### src/rtl/spi3w_pkg.sv
`timescale 1ns/1ps
package spi3w_pkg;
  typedef enum logic [1:0] {
    PH_IDLE  = 2'd0,
    PH_INSTR = 2'd1,
    PH_DATA  = 2'd2
  } phase_e;

  typedef enum logic [1:0] {
    FMT_OFFSET = 2'b00,
    FMT_TWOS   = 2'b01,
    FMT_GRAY   = 2'b10
  } fmt_e;

  localparam logic [1:0] LEN_STREAM = 2'b11;
  localparam int unsigned CTL_W = 3;  // direction + length code
endpackage

### src/rtl/spi3w_sync_edge.sv
`timescale 1ns/1ps
module spi3w_sync_edge #(
  parameter int unsigned   WIDTH   = 3,
  parameter int unsigned   STAGES  = 2,
  parameter logic [WIDTH-1:0] RST_VAL = '0
) (
  input  logic             clk_i,
  input  logic             rst_ni,
  input  logic [WIDTH-1:0] d_i,
  output logic [WIDTH-1:0] q_o,
  output logic [WIDTH-1:0] prev_o,
  output logic [WIDTH-1:0] rise_o,
  output logic [WIDTH-1:0] fall_o
);
  logic [WIDTH-1:0] chain_q [STAGES];
  logic [WIDTH-1:0] prev_q;

  always_ff @(posedge clk_i or negedge rst_ni) begin
    if (!rst_ni) begin
      for (int s = 0; s < STAGES; s++) chain_q[s] <= RST_VAL;
      prev_q <= RST_VAL;
    end else begin
      chain_q[0] <= d_i;
      for (int s = 1; s < STAGES; s++) chain_q[s] <= chain_q[s-1];
      prev_q <= chain_q[STAGES-1];
    end
  end

  assign q_o    = chain_q[STAGES-1];
  assign prev_o = prev_q;

  for (genvar b = 0; b < WIDTH; b++) begin : g_edge
    assign rise_o[b] =  q_o[b] & ~prev_q[b];
    assign fall_o[b] = ~q_o[b] &  prev_q[b];
  end
endmodule

### src/rtl/spi3w_mode_latch.sv
`timescale 1ns/1ps
module spi3w_mode_latch
  import spi3w_pkg::*;
(
  input  logic       clk_i,
  input  logic       rst_ni,
  input  logic       cs_fall_i,
  input  logic       sdio_lvl_i,
  input  logic       sclk_lvl_i,
  output logic       serial_mode_o,
  output logic       out_std_o,
  output logic [1:0] data_fmt_o,
  output logic       mode_load_o
);
  logic serial_q, std_q, load_q;
  fmt_e fmt_q;

  always_ff @(posedge clk_i or negedge rst_ni) begin
    if (!rst_ni) begin
      serial_q <= 1'b0;
      std_q    <= 1'b0;
      fmt_q    <= FMT_OFFSET;
      load_q   <= 1'b0;
    end else begin
      load_q <= 1'b0;
      if (cs_fall_i && !serial_q) begin
        serial_q <= 1'b1;
        std_q    <= sdio_lvl_i;
        // pin capture reaches only the two binary formats
        fmt_q    <= sclk_lvl_i ? FMT_TWOS : FMT_OFFSET;
        load_q   <= 1'b1;
      end
    end
  end

  assign serial_mode_o = serial_q;
  assign out_std_o     = std_q;
  assign data_fmt_o    = fmt_q;
  assign mode_load_o   = load_q;
endmodule

### src/rtl/spi3w_frame.sv
`timescale 1ns/1ps
module spi3w_frame
  import spi3w_pkg::*;
#(
  parameter int unsigned ADDR_W = 13,
  parameter int unsigned DATA_W = 8
) (
  input  logic              clk_i,
  input  logic              rst_ni,
  input  logic              sel_i,
  input  logic              cs_fall_i,
  input  logic              cs_rise_i,
  input  logic              sck_rise_i,
  input  logic              sck_fall_i,
  input  logic              sdi_i,
  output logic [ADDR_W-1:0] reg_addr_o,
  output logic [DATA_W-1:0] reg_wdata_o,
  output logic              reg_we_o,
  output logic              reg_re_o,
  input  logic [DATA_W-1:0] reg_rdata_i,
  output logic              sdo_o,
  output logic              sdo_oe_o
);
  localparam int unsigned INSTR_W = ADDR_W + CTL_W;
  localparam int unsigned ICNT_W  = $clog2(INSTR_W);
  localparam int unsigned BIT_W   = $clog2(DATA_W);
  localparam int unsigned NB_W    = 3;
  localparam logic [ICNT_W-1:0] ICNT_LAST = ICNT_W'(INSTR_W - 1);
  localparam logic [BIT_W-1:0]  BIT_LAST  = BIT_W'(DATA_W - 1);
  localparam logic [NB_W-1:0]   NB_SAT    = NB_W'(4);

  function automatic logic in_range(input logic [1:0] len, input logic [NB_W-1:0] n);
    return (len == LEN_STREAM) || (n <= {1'b0, len});
  endfunction

  phase_e             phase_q;
  logic [ICNT_W-1:0]  icnt_q;
  logic [BIT_W-1:0]   bit_q;
  logic [INSTR_W-1:0] ish_q;
  logic [DATA_W-1:0]  rx_q, tx_q, wdata_q;
  logic [ADDR_W-1:0]  addr_q;
  logic [1:0]         len_q;
  logic [NB_W-1:0]    nb_q;
  logic               rd_q, pf_q, we_q, sdo_q, oe_q;

  logic               take, drop, cur_in, nxt_in;
  logic [INSTR_W-1:0] ish_nxt;
  logic [DATA_W-1:0]  rx_nxt;
  logic [NB_W-1:0]    nb_inc;

  always_comb begin
    take    = sel_i & sck_rise_i;
    drop    = sel_i & sck_fall_i;
    ish_nxt = {ish_q[INSTR_W-2:0], sdi_i};
    rx_nxt  = {rx_q[DATA_W-2:0], sdi_i};
    nb_inc  = (nb_q == NB_SAT) ? nb_q : nb_q + 1'b1;
    cur_in  = in_range(len_q, nb_q);
    nxt_in  = in_range(len_q, nb_inc);
  end

  always_ff @(posedge clk_i or negedge rst_ni) begin
    if (!rst_ni) begin
      phase_q <= PH_IDLE;
      icnt_q  <= '0;
      bit_q   <= '0;
      ish_q   <= '0;
      rx_q    <= '0;
      tx_q    <= '0;
      wdata_q <= '0;
      addr_q  <= '0;
      len_q   <= '0;
      nb_q    <= '0;
      rd_q    <= 1'b0;
      pf_q    <= 1'b0;
      we_q    <= 1'b0;
      sdo_q   <= 1'b0;
      oe_q    <= 1'b0;
    end else begin
      we_q <= 1'b0;
      if (we_q) addr_q <= addr_q + 1'b1;
      if (pf_q) begin
        pf_q <= 1'b0;
        tx_q <= reg_rdata_i;
      end
      if (cs_fall_i) begin
        phase_q <= PH_INSTR;
        icnt_q  <= '0;
        bit_q   <= '0;
        nb_q    <= '0;
        oe_q    <= 1'b0;
        sdo_q   <= 1'b0;
      end else begin
        if (take && phase_q == PH_INSTR) begin
          ish_q  <= ish_nxt;
          icnt_q <= icnt_q + 1'b1;
          if (icnt_q == ICNT_LAST) begin
            phase_q <= PH_DATA;
            rd_q    <= ish_nxt[INSTR_W-1];
            len_q   <= ish_nxt[INSTR_W-2 -: 2];
            addr_q  <= ish_nxt[ADDR_W-1:0];
            pf_q    <= ish_nxt[INSTR_W-1];
            bit_q   <= '0;
            nb_q    <= '0;
            tx_q    <= '0;
          end
        end
        if (take && phase_q == PH_DATA) begin
          rx_q  <= rx_nxt;
          bit_q <= (bit_q == BIT_LAST) ? '0 : bit_q + 1'b1;
          if (bit_q == BIT_LAST) begin
            nb_q <= nb_inc;
            if (rd_q) begin
              addr_q <= addr_q + 1'b1;
              pf_q   <= nxt_in;
              tx_q   <= '0;
            end else if (cur_in) begin
              we_q    <= 1'b1;
              wdata_q <= rx_nxt;
            end
          end
        end
        if (drop && phase_q == PH_DATA && rd_q) begin
          if (cur_in) begin
            sdo_q <= tx_q[DATA_W-1];
            tx_q  <= {tx_q[DATA_W-2:0], 1'b0};
            oe_q  <= 1'b1;
          end else begin
            sdo_q <= 1'b0;
            oe_q  <= 1'b0;
          end
        end
        // deselect closes the frame; a byte completed in this cycle keeps its strobe
        if (cs_rise_i) begin
          phase_q <= PH_IDLE;
          pf_q    <= 1'b0;
          oe_q    <= 1'b0;
          sdo_q   <= 1'b0;
        end
      end
    end
  end

  assign reg_addr_o  = addr_q;
  assign reg_wdata_o = wdata_q;
  assign reg_we_o    = we_q;
  assign reg_re_o    = pf_q;
  assign sdo_o       = sdo_q;
  assign sdo_oe_o    = oe_q;
endmodule

### src/rtl/spi3w_regport.sv
`timescale 1ns/1ps
module spi3w_regport
  import spi3w_pkg::*;
#(
  parameter int unsigned ADDR_W      = 13,
  parameter int unsigned DATA_W      = 8,
  parameter int unsigned SYNC_STAGES = 2
) (
  input  logic              clk_i,
  input  logic              rst_ni,
  input  logic              cs_ni,
  input  logic              sclk_i,
  input  logic              sdio_i,
  output logic              sdio_o,
  output logic              sdio_oe_o,
  output logic [ADDR_W-1:0] reg_addr_o,
  output logic [DATA_W-1:0] reg_wdata_o,
  output logic              reg_we_o,
  output logic              reg_re_o,
  input  logic [DATA_W-1:0] reg_rdata_i,
  output logic              serial_mode_o,
  output logic              out_std_o,
  output logic [1:0]        data_fmt_o,
  output logic              mode_load_o
);
  localparam int unsigned N_LINES = 3;
  localparam int unsigned L_CS    = 0;
  localparam int unsigned L_SCK   = 1;
  localparam int unsigned L_SDI   = 2;
  localparam logic [N_LINES-1:0] LINE_RST = N_LINES'(1) << L_CS;

  logic [N_LINES-1:0] raw, lvl, prev, rise, fall;
  logic               unused_edges;

  assign raw = {sdio_i, sclk_i, cs_ni};

  spi3w_sync_edge #(
    .WIDTH  (N_LINES),
    .STAGES (SYNC_STAGES),
    .RST_VAL(LINE_RST)
  ) u_sync (
    .clk_i (clk_i),
    .rst_ni(rst_ni),
    .d_i   (raw),
    .q_o   (lvl),
    .prev_o(prev),
    .rise_o(rise),
    .fall_o(fall)
  );

  assign unused_edges = ^{rise[L_SDI], fall[L_SDI], prev[L_SDI], prev[L_SCK], lvl[L_CS]};

  spi3w_mode_latch u_mode (
    .clk_i        (clk_i),
    .rst_ni       (rst_ni),
    .cs_fall_i    (fall[L_CS]),
    .sdio_lvl_i   (lvl[L_SDI]),
    .sclk_lvl_i   (lvl[L_SCK]),
    .serial_mode_o(serial_mode_o),
    .out_std_o    (out_std_o),
    .data_fmt_o   (data_fmt_o),
    .mode_load_o  (mode_load_o)
  );

  spi3w_frame #(
    .ADDR_W(ADDR_W),
    .DATA_W(DATA_W)
  ) u_frame (
    .clk_i      (clk_i),
    .rst_ni     (rst_ni),
    .sel_i      (~prev[L_CS]),
    .cs_fall_i  (fall[L_CS]),
    .cs_rise_i  (rise[L_CS]),
    .sck_rise_i (rise[L_SCK]),
    .sck_fall_i (fall[L_SCK]),
    .sdi_i      (lvl[L_SDI]),
    .reg_addr_o (reg_addr_o),
    .reg_wdata_o(reg_wdata_o),
    .reg_we_o   (reg_we_o),
    .reg_re_o   (reg_re_o),
    .reg_rdata_i(reg_rdata_i),
    .sdo_o      (sdio_o),
    .sdo_oe_o   (sdio_oe_o)
  );
endmodule

### config.mk
export PLATFORM = sky130hd
export DESIGN_NAME = spi3w_regport
export DESIGN_NICKNAME = d
export VERILOG_FILES = /design/src/rtl/spi3w_pkg.sv /design/src/rtl/spi3w_sync_edge.sv /design/src/rtl/spi3w_mode_latch.sv /design/src/rtl/spi3w_frame.sv /design/src/rtl/spi3w_regport.sv
export SDC_FILE = /design/constraint.sdc
export NUM_CORES = 1
export LEC_CHECK = 0
export ABC_AREA = 0
export BUFFER_PORTS_ARGS = -buffer_cell sky130_fd_sc_hd__buf_2
export CAP_MARGIN = 40
export CORE_ASPECT_RATIO = 0.6
export CORE_MARGIN = 2
export CORE_UTILIZATION = 50
export DETAILED_ROUTE_END_ITERATION = 8
export GPL_ROUTABILITY_DRIVEN = 1
export PLACE_DENSITY = 0.8
export SLEW_MARGIN = 30
export SYNTH_ARGS = -nofsm -noshare
export SYNTH_HDL_FRONTEND = slang
export SYNTH_SLANG_ARGS = --single-unit
### constraint.sdc
create_clock -name clk_i -period 5.61 [get_ports clk_i]
set_input_delay 0.8415 -clock clk_i [delete_from_list [all_inputs] [get_ports clk_i]]
set_output_delay 0.8415 -clock clk_i [all_outputs]
set_load 0.01 [all_outputs]
# After elaboration in Yosys (flattened, before gate mapping)
# Cells that the tools add are included.
word_totals:
  reg_bits: 83
  memories: 0
  output_inout_bits: 30
  latchBits: 0
  mem_bits_ro: 0
  ram_bits: 0
classes:
  n_lt_le_gt_ge: 2
  div_mod_pow: 0
  n_eq_ne: 6
  n_mul: 0
  shifts: 0
  reduce_logical: 20
  n_mux: 54
  bitwise: 12
  addsub: 4
ops:
  columns: ["cell", "n"]
  rows:
  - ["13-bit 2-to-1 mux", 7]
  - ["8-bit 2-to-1 mux", 9]
  - ["3-bit 2-to-1 mux", 11]
  - ["1-bit 2-to-1 mux", 21]
  - ["3-bit nonzero test", 5]
  - ["13-bit by 1-bit adder with 13-bit output, second input constant", 1]
  - ["2-bit 2-to-1 mux", 4]
  - ["4-bit 2-to-1 mux", 2]
  - ["2-bit AND reduction", 4]
  - ["3-bit by 1-bit adder with 3-bit output, second input constant", 2]
  - ["1-bit bitwise AND", 6]
  - ["3-bit equality test, second input constant", 2]
  - ["3-bit by 2-bit <= comparator with 1-bit output", 2]
  - ["1-bit NOT", 6]
  - ["1-bit logical AND", 5]
  - ["5-bit AND reduction", 1]
  - ["4-bit by 1-bit adder with 4-bit output, second input constant", 1]
  - ["2-bit equality test, second input constant", 2]
  - ["4-bit equality test, second input constant", 1]
  - ["3-bit AND reduction", 1]
  - ["2-bit by 1-bit equality test with 1-bit output, second input constant", 1]
  - ["1-bit logical OR", 2]
  - ["2-bit nonzero test", 1]
  - ["1-bit logical NOT", 1]

# Longest topological paths before layout
# Gate-level depths: netlist of the first run.
logic_depth:
  ltp_word: 11
  depth_mapped: 11

# Hierarchy
# A second synthesis of the first run with hierarchy kept.
unflattened:
  hier_cells: 333
  hier_area_um2: 3858.7
by_module_without_submodules:
  columns: ["mod", "instances", "area_per_inst_um2", "cells_each", "seq_area_each_um2"]
  rows:
  - ["spi3w_frame", 1, 3404.5, 304, 1751.7]
  - ["spi3w_sync_edge", 1, 289.0, 18, 229.0]
  - ["spi3w_mode_latch", 1, 161.4, 10, 100.1]
  - ["spi3w_regport", 1, 3.8, 1, 0.0]

# Worst setup path after synthesis of the first run
# OpenSTA, ideal clock, no wires.
synth_timing:
  path_type: "register -> register"
  from: "register u_sync.chain_q, in the netlist u_sync.q_o[0]"
  to: "register u_frame.wdata_q[0] (netlist: u_frame.reg_wdata_o[0])"
  required_ps: 5485
  path_buffers: 1
  period_less_slack_ps: 2328
  setup_time_ps: 125
  path_stages_with_launch: 8
  t_arrival_ps: 2204
  path_slack_ps: 3282
  path_cell_list: "dfstp_2 -> inv_1 -> ha_1 -> clkbuf_1 -> nor4b_4 -> nand3_2 -> nor3_4 -> mux2_2"
synth_between:
  elab_chain_cells: 4
synth_rtl:
  columns: ["element", "line", "source"]
  rows:
  - ["start: declaration", "spi3w_sync_edge.sv:15", "logic [WIDTH-1:0] chain_q [STAGES];"]
  - ["1-bit NOT", "spi3w_sync_edge.sv:34", "assign fall_o[b] = ~q_o[b] & prev_q[b];"]
  - ["1-bit bitwise AND", "spi3w_sync_edge.sv:34", null]
  - ["named net u_frame.cs_fall_i", "spi3w_frame.sv:11", "input logic cs_fall_i,"]
  - ["1-bit NOT (no line)", null, null]
  - ["5-bit AND reduction (no line)", null, null]
  - ["end signal: assignment", "spi3w_frame.sv:118", "wdata_q <= rx_nxt;"]
  - ["end: declaration", "spi3w_frame.sv:40", "logic [DATA_W-1:0] rx_q, tx_q, wdata_q;"]
# The timed path passes the listed nets, and every way through them passes these cells.
# A chain may end at the register's enable or synchronous reset.

# Worst setup path after layout of the first run
layout_timing:
  from: "register u_sync.chain_q, in the netlist u_sync.q_o[0]"
  to: "register u_frame.addr_q[3] (netlist: u_frame.reg_addr_o[3])"
layout_between:
  elab_chain_cells: 3
layout_rtl:
  columns: ["element", "line", "source"]
  rows:
  - ["1-bit NOT", "spi3w_sync_edge.sv:34", null]
  - ["1-bit bitwise AND", "spi3w_sync_edge.sv:34", null]
  - ["named net u_frame.cs_fall_i", "spi3w_frame.sv:11", null]
  - ["13-bit 2-to-1 mux", "spi3w_frame.sv:85", "if (cs_fall_i) begin"]
  - ["end signal: assignment", "spi3w_frame.sv:80", "if (we_q) addr_q <= addr_q + 1'b1;"]
  - ["end signal: assignment", "spi3w_frame.sv:100", "addr_q <= ish_nxt[ADDR_W-1:0];"]
  - ["end signal: assignment", "spi3w_frame.sv:113", "addr_q <= addr_q + 1'b1;"]
  - ["end: declaration", "spi3w_frame.sv:41", "logic [ADDR_W-1:0] addr_q;"]
# The timed path passes the listed nets, and every way through them passes these cells.

==> out/results.tsv, run 1 <==
stage	metric	value	unit
run_status	status	complete, no violations	
clock_network	post-cts-setup-buffers	0	
final_layout	fin_nets	389	
route	highest_layer	met4	
critical_path	crit_family	simple AND/OR/NAND/NOR gates	
route	drtPass1Iterations	4	
clock_network	ctsResizeCount	0	
critical_path	cpPeakStageDelay	0.80	ns
synthesis	synth_async_sr_flop_share	100.0	%
route	wire_per_inst	16.59	um
final_layout	area_delta_synth_final	16.24	%
timing	finClkSkew	0.005423	ns
global_route	grt_pass1_wl	12800	um
critical_path	path_buf_inv	1	
synthesis	synth_area	3752	um2
critical_path	path_cells	inv_1, ha_1, nor4b_4, nand2_1, nor2_2, o21ai_0	
timing	timing_hold_violations_final	0	
global_route	grt_max_degree	44	
power	power_leakage	2.101	nW
critical_path	worstPathArrival	3.48	ns
placement	dp_hpwl	5433	um
global_route	antenna_found_initial	0	
placement	finalWeightedCongestion	0.8097	
critical_path	endpoint_kind	register	
route	wl_met2	3327	um
timing	slew_headroom	46.24	%
clock_network	clock_latency	0.34	ns
synthesis	yosysWarnings	0	
clock_network	cts_sinks	82	
worst_hold_path	hold_class	register to register	
floorplanning	die_x	115.8	um
route	routed_wl	7845	um
placement	port-buffer-count	41	
timing	fmax	0.3033	GHz
route	initialDrtViolationCount	219	
route	ant_nets	0	
critical_path	crit_slowest_cell	nor2_2	
global_route	grt_pass1_vias	2474	
critical_path	worstPathRequired	5.80	ns
synthesis	synth_compound_gate_area_share	7.636	%
clock_network	cts_tree	yes	
timing	final.min_clock_period	3.297	ns
synthesis	ys.flop_type	dfrtp_1	
global_route	grt-ovfl-total	0	
critical_path	path_class	register to register	
timing	worst_pin_slew	0.8055	ns
floorplanning	ioPinCount	43	
clock_network	root_buffer	clkbuf_16	
clock_network	clk_path_buf_depth	2	
synthesis	synth_cell_type_count	50	
floorplanning	fp.dieArea	8237	um2
power	power.total	1.282	mW
clock_network	h-tree-depth	3	
route	met1_length	3935	um
floorplanning	core_region_area	7267	um2
route	dr_total_vias	2604	
timing	drv_slew	0	
timing	grt_setup_unrepaired	no	
clock_network	clk_pin_slew_worst_paths	0.06	ns
final_layout	layout-drive-gt1-share	29.54	%
critical_path	cp_max_fo	21	
timing	min_period_over_period	58.78	%
global_route	grt_util_all_layers	20.84	%
run	max_cap_viol_count	0	
route	drc	0	
final_layout	n_antenna_cell	0	
timing	setup_viol	0	
clock_network	holdBufCountCts	0	
timing	fin_setup_tns	0	ns
synthesis	synth-seq-cells	82	
synthesis	synth-xor-area-share	2.568	%
floorplanning	start_util	51.64	%
synthesis	synth-simple-area-share	14.84	%
power	vdd_drop_max	0.1887	mV
clock_network	cts_buffers	9	
route	viasPerCell	5.505	
synthesis	syn_area_per_cell	11.69	um2
power	p_per_area	294.0	nW/um2
synthesis	muxShareOfSynthArea	14.14	%
synthesis	synth_top_family_by_area	simple AND/OR/NAND/NOR gates	
synthesis	yosys.area_share.adder	4.001	%
synthesis	synthCells	321	
synthesis	synth-seq-area-share	54.78	%
critical_path	setup.worst_path.start_class	register	
route	wl_met3	488	um
floorplanning	die_y	71.11	um
synthesis	synth_edf_count	0	
synthesis	syn_nets	346	
floorplanning	rows	24	
## layout by cell type, fill, tap and decap left out, drive strengths merged, types with 2 or more instances in the layout
master,instances
o32ai,2
nand3,5
nor2,28
and3,4
nor2b,4
nand2b,4
o22ai,2
xnor2,9
dfrtp,79
mux2i,8
dfstp,3
buf,42
nand3b,2
a22oi,3
clkbuf,11
nor3,10
a21oi,7
nand4,6
clkinvlp,2
o21ai,15
inv,8
and2,2
mux2,40
a211oi,3
nand2,33
ha,12
nor3b,3
xor2,2
## cell type report
class,count,area [um2]
clock inverters,5,62.56
fillers,590,2905
clock buffers,11,232.7
inverters,7,26.28
repair buffers,42,227.7
well taps,104,130.1
multi-input cells,222,1627
flip-flops and latches,82,2056
## cells by family after synthesis
kind of cell,after synthesis
simple gates,107
flops,82
mux,48
compound gates,43
buf+inv,17
fa+ha+maj,12
xor+xnor,11
other cells,1
## layer usage
metal | vias up | GRT usage, %
met4 | 0 | 6.217
met1 | 1291 | 31.68
met2 | 76 | 28.40
li1 | 1227 | -
met5 | - | 0
met3 | 10 | 6.941
## where the power goes
part	switching, mW	internal, mW	total [mW]
logic	0.0348	0.0280	0.0628
registers	0.0216	0.615	0.637
clock network	0.235	0.347	0.583
total	0.292	0.990	1.28
## synthesized netlist by cell type, types with 2 or more instances
| cell | count | area share (%) |
|---|---|---|
| a211oi_1 | 3 | 0.60 |
| o32ai_1 | 2 | 0.47 |
| nand3_2 | 2 | 0.53 |
| o21ai_0 | 10 | 1.3 |
| and2_1 | 2 | 0.33 |
| ha_1 | 12 | 4.0 |
| mux2_2 | 40 | 12 |
| dfrtp_1 | 79 | 53 |
| and3_1 | 4 | 0.67 |
| nand3_1 | 3 | 0.40 |
| buf_2 | 4 | 0.53 |
| nor2b_1 | 4 | 0.67 |
| nand2b_1 | 4 | 0.67 |
| nor2_1 | 28 | 2.8 |
| a22oi_1 | 3 | 0.60 |
| inv_1 | 7 | 0.70 |
| nand3b_1 | 2 | 0.40 |
| o22ai_1 | 2 | 0.33 |
| nand4_1 | 6 | 1.0 |
| xnor2_1 | 9 | 2.1 |
| xor2_1 | 2 | 0.47 |
| dfstp_2 | 3 | 2.1 |
| nor3b_1 | 2 | 0.40 |
| nand2_1 | 33 | 3.3 |
| mux2i_1 | 8 | 2.1 |
| nor3_1 | 9 | 1.2 |
| clkbuf_1 | 5 | 0.50 |
| a21oi_1 | 7 | 0.93 |
| o21ai_1 | 5 | 0.67 |
## state kept, by name, summed over array words and instances, names as in the netlist, 2 cells and up
| register | count |
|---|---|
| u_frame.len_q | 2 |
| u_frame.phase_q | 2 |
| u_frame.ish_q | 15 |
| u_frame.reg_wdata_o | 8 |
| u_sync.prev_o | 2 |
| u_frame.nb_q | 3 |
| u_frame.reg_addr_o | 13 |
| u_sync.q_o | 3 |
| u_frame.tx_q | 8 |
| u_frame.icnt_q | 4 |
| u_frame.bit_q | 3 |
| u_frame.rx_q | 7 |
| u_sync.chain_q | 3 |
## through the flow
step                hold WS [ns]  utilization, %  setup WS, ns  cells  area, um2
CTS                       0.3574           60.02         2.377    473       4362
global placement          0.3326           55.65         2.206    456       4044
floorplan                 0.3312               -         3.282    321       3752
detailed placement        0.3411           55.96         2.391    457       4066
finish                    0.3567           60.02         2.313    473       4362
global route              0.3618           60.02         2.054    473       4362
## path summary, 6_finish.rpt
path / start / endpoint / slack, ns / cells after the start
worst max-delay path: u_sync.q_o[0] / u_frame.reg_addr_o[3] / 2.31 / 6
worst min register to register: u_sync.chain_q[5] / u_sync.q_o[2] / 0.36 / 0
max in group asynchronous: rst_ni / u_frame.tx_q[0] / 4.50 / 2
min in group asynchronous: rst_ni / u_frame.nb_q[2] / 0.50 / 1
worst min-delay path: u_sync.chain_q[5] / u_sync.q_o[2] / 0.36 / 0
worst max register to register: u_sync.q_o[0] / u_frame.reg_addr_o[3] / 2.31 / 6
Power figures use the tool's default switching activity.
==> inputs of run 2 (changes only) <==
Settings changed: ABC_AREA 0 to 1, PLACE_DENSITY 0.8 to 0.82.
Clock period 5.61 ns to 3 ns, I/O delays scaled along.
==> out/results.tsv, run 2 <==
stage	metric	value	unit
critical_path	cp_max_fo	16	
timing	grt_setup_unrepaired	no	
final_layout	final_cell_mix	nand2_1 (133), dfrtp_1 (79), inv_1 (49)	
global_route	grt-ovfl-total	0	
timing	timing_hold_violations_final	0	
synthesis	yosysTopAreaCell	dfrtp_1	
global_route	grt_util_all_layers	22.52	%
final_layout	final_cells	631	
clock_network	clk_pin_slew_worst_paths	0.06	ns
timing	fin_ws	0.6109	ns
placement	port-buffer-count	41	
final_layout	multi_input_area	1777	um2
placement	dpl_cell_area	4395	um2
critical_path	setup.worst_path.start_class	register	
synthesis	synth_edf_count	0	
critical_path	crit_slowest_cell	dfstp_2	
final_layout	fillers	659	
floorplanning	ioPinCount	43	
synthesis	synth_top_area_share	48.14	%
final_layout	layout_commonest_cell	nand2_1	
route	viasPerCell	5.433	
timing	slew_headroom	51.45	%
synthesis	synth.area.top_cells	dfrtp_1 (48%), nand2_1 (12%), nand3_1 (4.8%)	
clock_network	h-tree-depth	3	
route	routed_wl	9401	um
placement	dp_hpwl	6692	um
timing	drv_slew	0	
power	switching_share	22.11	%
timing	worst_pin_slew	0.7283	ns
final_layout	top_register	u_frame.ish_q	
placement	finalWeightedCongestion	0.9011	
floorplanning	fp.dieArea	8978	um2
synthesis	syn_nets	501	
final_layout	n_antenna_cell	0	
timing	whs	0.1223	ns
worst_hold_path	hold_class	input port to async pin	
power	seqPwrFrac	47.7	%
critical_path	path_cells	ha_1, clkinv_2, nand4_2, nand2_1, inv_1, nand2_2, o21ai_0	
synthesis	synth_cell_type_count	40	
timing	fin_setup_tns	0	ns
synthesis	synth.most_common_cell	nand2_1	
final_layout	area_delta_synth_final	14.81	%
placement	dp.cells	615	
synthesis	synth-seq-cells	82	
final_layout	fin_area	4715	um2
clock_network	holdBufCountCts	0	
synthesis	synth-seq-area-share	50.06	%
critical_path	ff2ff_setup_slack	0.61	ns
final_layout	ff_latch_area	2056	um2
floorplanning	die_y	74.20	um
power	internal_power	1.948	mW
run	max_cap_viol_count	0	
clock_network	post-cts-setup-buffers	0	
final_layout	fin_nets	543	
power	p_comb_share	5.6	%
clock_network	clock_latency	0.34	ns
critical_path	reg2reg_depth	7	
synthesis	yosysWarnings	0	
synthesis	synthCells	476	
final_layout	final_util	59.57	%
timing	setup_viol	0	
run_status	status	complete, no violations	
global_route	antenna_found_initial	0	
critical_path	endpoint_kind	register	
synthesis	netlist_top_cells_count	nand2_1 (133), dfrtp_1 (79), inv_1 (49)	
timing	fmax	0.4186	GHz
power	power.total	2.501	mW
synthesis	syn_area_per_cell	8.627	um2
clock_network	clk_path_buf_depth	2	
clock_network	cts_tree	yes	
critical_path	cpPeakStageDelay	0.58	ns
global_route	grt_pass1_vias	3097	
global_route	grt_max_degree	83	
clock_network	cts_sinks	82	
critical_path	path_class	register to register	
synthesis	synth_area	4106	um2
critical_path	worstPathRequired	3.25	ns
timing	final.min_clock_period	2.389	ns
timing	min_period_over_period	79.64	%
clock_network	root_buffer	clkbuf_16	
route	wire_per_inst	14.90	um
critical_path	worstPathArrival	2.64	ns
timing	finClkSkew	0.005687	ns
power	vdd_drop_max	0.2872	mV
synthesis	ys.flop_type	dfrtp_1	
clock_network	cts_buffers	9	
power	power.switching	0.5529	mW
final_layout	layout-drive-gt1-share	18.36	%
route	drtPass1Iterations	7	
floorplanning	rows	25	
synthesis	synth_async_sr_flop_share	100.0	%
route	initialDrtViolationCount	363	
critical_path	timing.rr.end	u_frame.tx_q[7]	
final_layout	largest_reg_flops	15	
placement	post-place-ws	0.6506	ns
power	p_per_area	530.5	nW/um2
clock_network	ctsResizeCount	0	
power	power_leakage	2.399	nW
floorplanning	start_util	51.89	%
route	drc	0	
route	dr_total_vias	3428	
critical_path	reg2reg_from	u_sync.prev_o[0]	
route	ant_nets	0	
power	p_clk_share	46.7	%
global_route	grt_pass1_wl	15410	um
floorplanning	core_region_area	7914	um2
floorplanning	die_x	121.0	um
run 2: power groups by stage:
stage / clock network [mW] / registers, mW / logic, mW
floorplan: 0 / 1.20 / 0.0820
global placement: 0 / 1.21 / 0.133
detailed placement: 0 / 1.21 / 0.141
CTS: 1.18 / 1.19 / 0.142
global route: 1.23 / 1.20 / 0.162
finish: 1.17 / 1.19 / 0.141
run 2: kinds of logic (layout without fill, tap and decap cells):
kind of cell | Yosys count | after routing | synth area share [%]
flops | 82 | 82 | 50.06
buf+inv | 66 | 113 | 6.673
simple gates | 233 | 233 | 25.75
compound gates | 60 | 60 | 8.196
other cells | 1 | 1 | 0.09132
mux | 16 | 16 | 4.296
fa+ha+maj | 12 | 12 | 3.656
xor+xnor | 6 | 6 | 1.280
run 2: worst max path at each step:
| stage | start | end | slack, ns | cells after the start |
|---|---|---|---|---|
| after detailed placement | u_sync.prev_o[0] | u_frame.reg_addr_o[12] | 0.65 | 8 |
| after global routing | u_sync.prev_o[0] | u_frame.reg_addr_o[10] | 0.34 | 8 |
| after CTS | u_sync.prev_o[0] | u_frame.tx_q[7] | 0.61 | 7 |
| after floorplan | u_frame.nb_q[0] | u_frame.reg_re_o | 1.24 | 12 |
| after global placement | u_sync.prev_o[0] | u_frame.reg_addr_o[12] | 0.78 | 8 |
| final | u_sync.prev_o[0] | u_frame.tx_q[7] | 0.61 | 7 |
run 2: per-layer routing:
| layer | track usage (%) | wire [um] | part of all wire (%) | up-vias |
|---|---|---|---|---|
| met1 | 33.76 | 4606 | 49 | 1648 |
| met2 | 30.77 | 3944 | 42 | 141 |
| li1 | - | - | - | 1618 |
| met3 | 5.982 | 650 | 6.9 | 21 |
| met5 | 0 | 0 | 0 | - |
| met4 | 9.432 | 200 | 2.1 | 0 |
run 2: final cells by class:
| class | instances | area share, % |
|---|---|---|
| clock buffer | 10 | 5.069 |
| clock inverter | 6 | 1.699 |
| inverter | 55 | 4.432 |
| multi-input combinational | 328 | 37.69 |
| sequential | 82 | 43.60 |
| tap | 108 | 2.866 |
| timing repair buffer | 42 | 4.644 |
run 2: critical path, delay by kind of cell (launching register included):
| kind | cells | cell delay [ns] |
|---|---|---|
| buffers and inverters | 2 | 0.39 |
| adder cells (fa/ha/maj) | 1 | 0.53 |
| AND/OR/NAND/NOR | 3 | 0.62 |
| flip-flops | 1 | 0.58 |
| AO/OA/AOI/OAI | 1 | 0.18 |
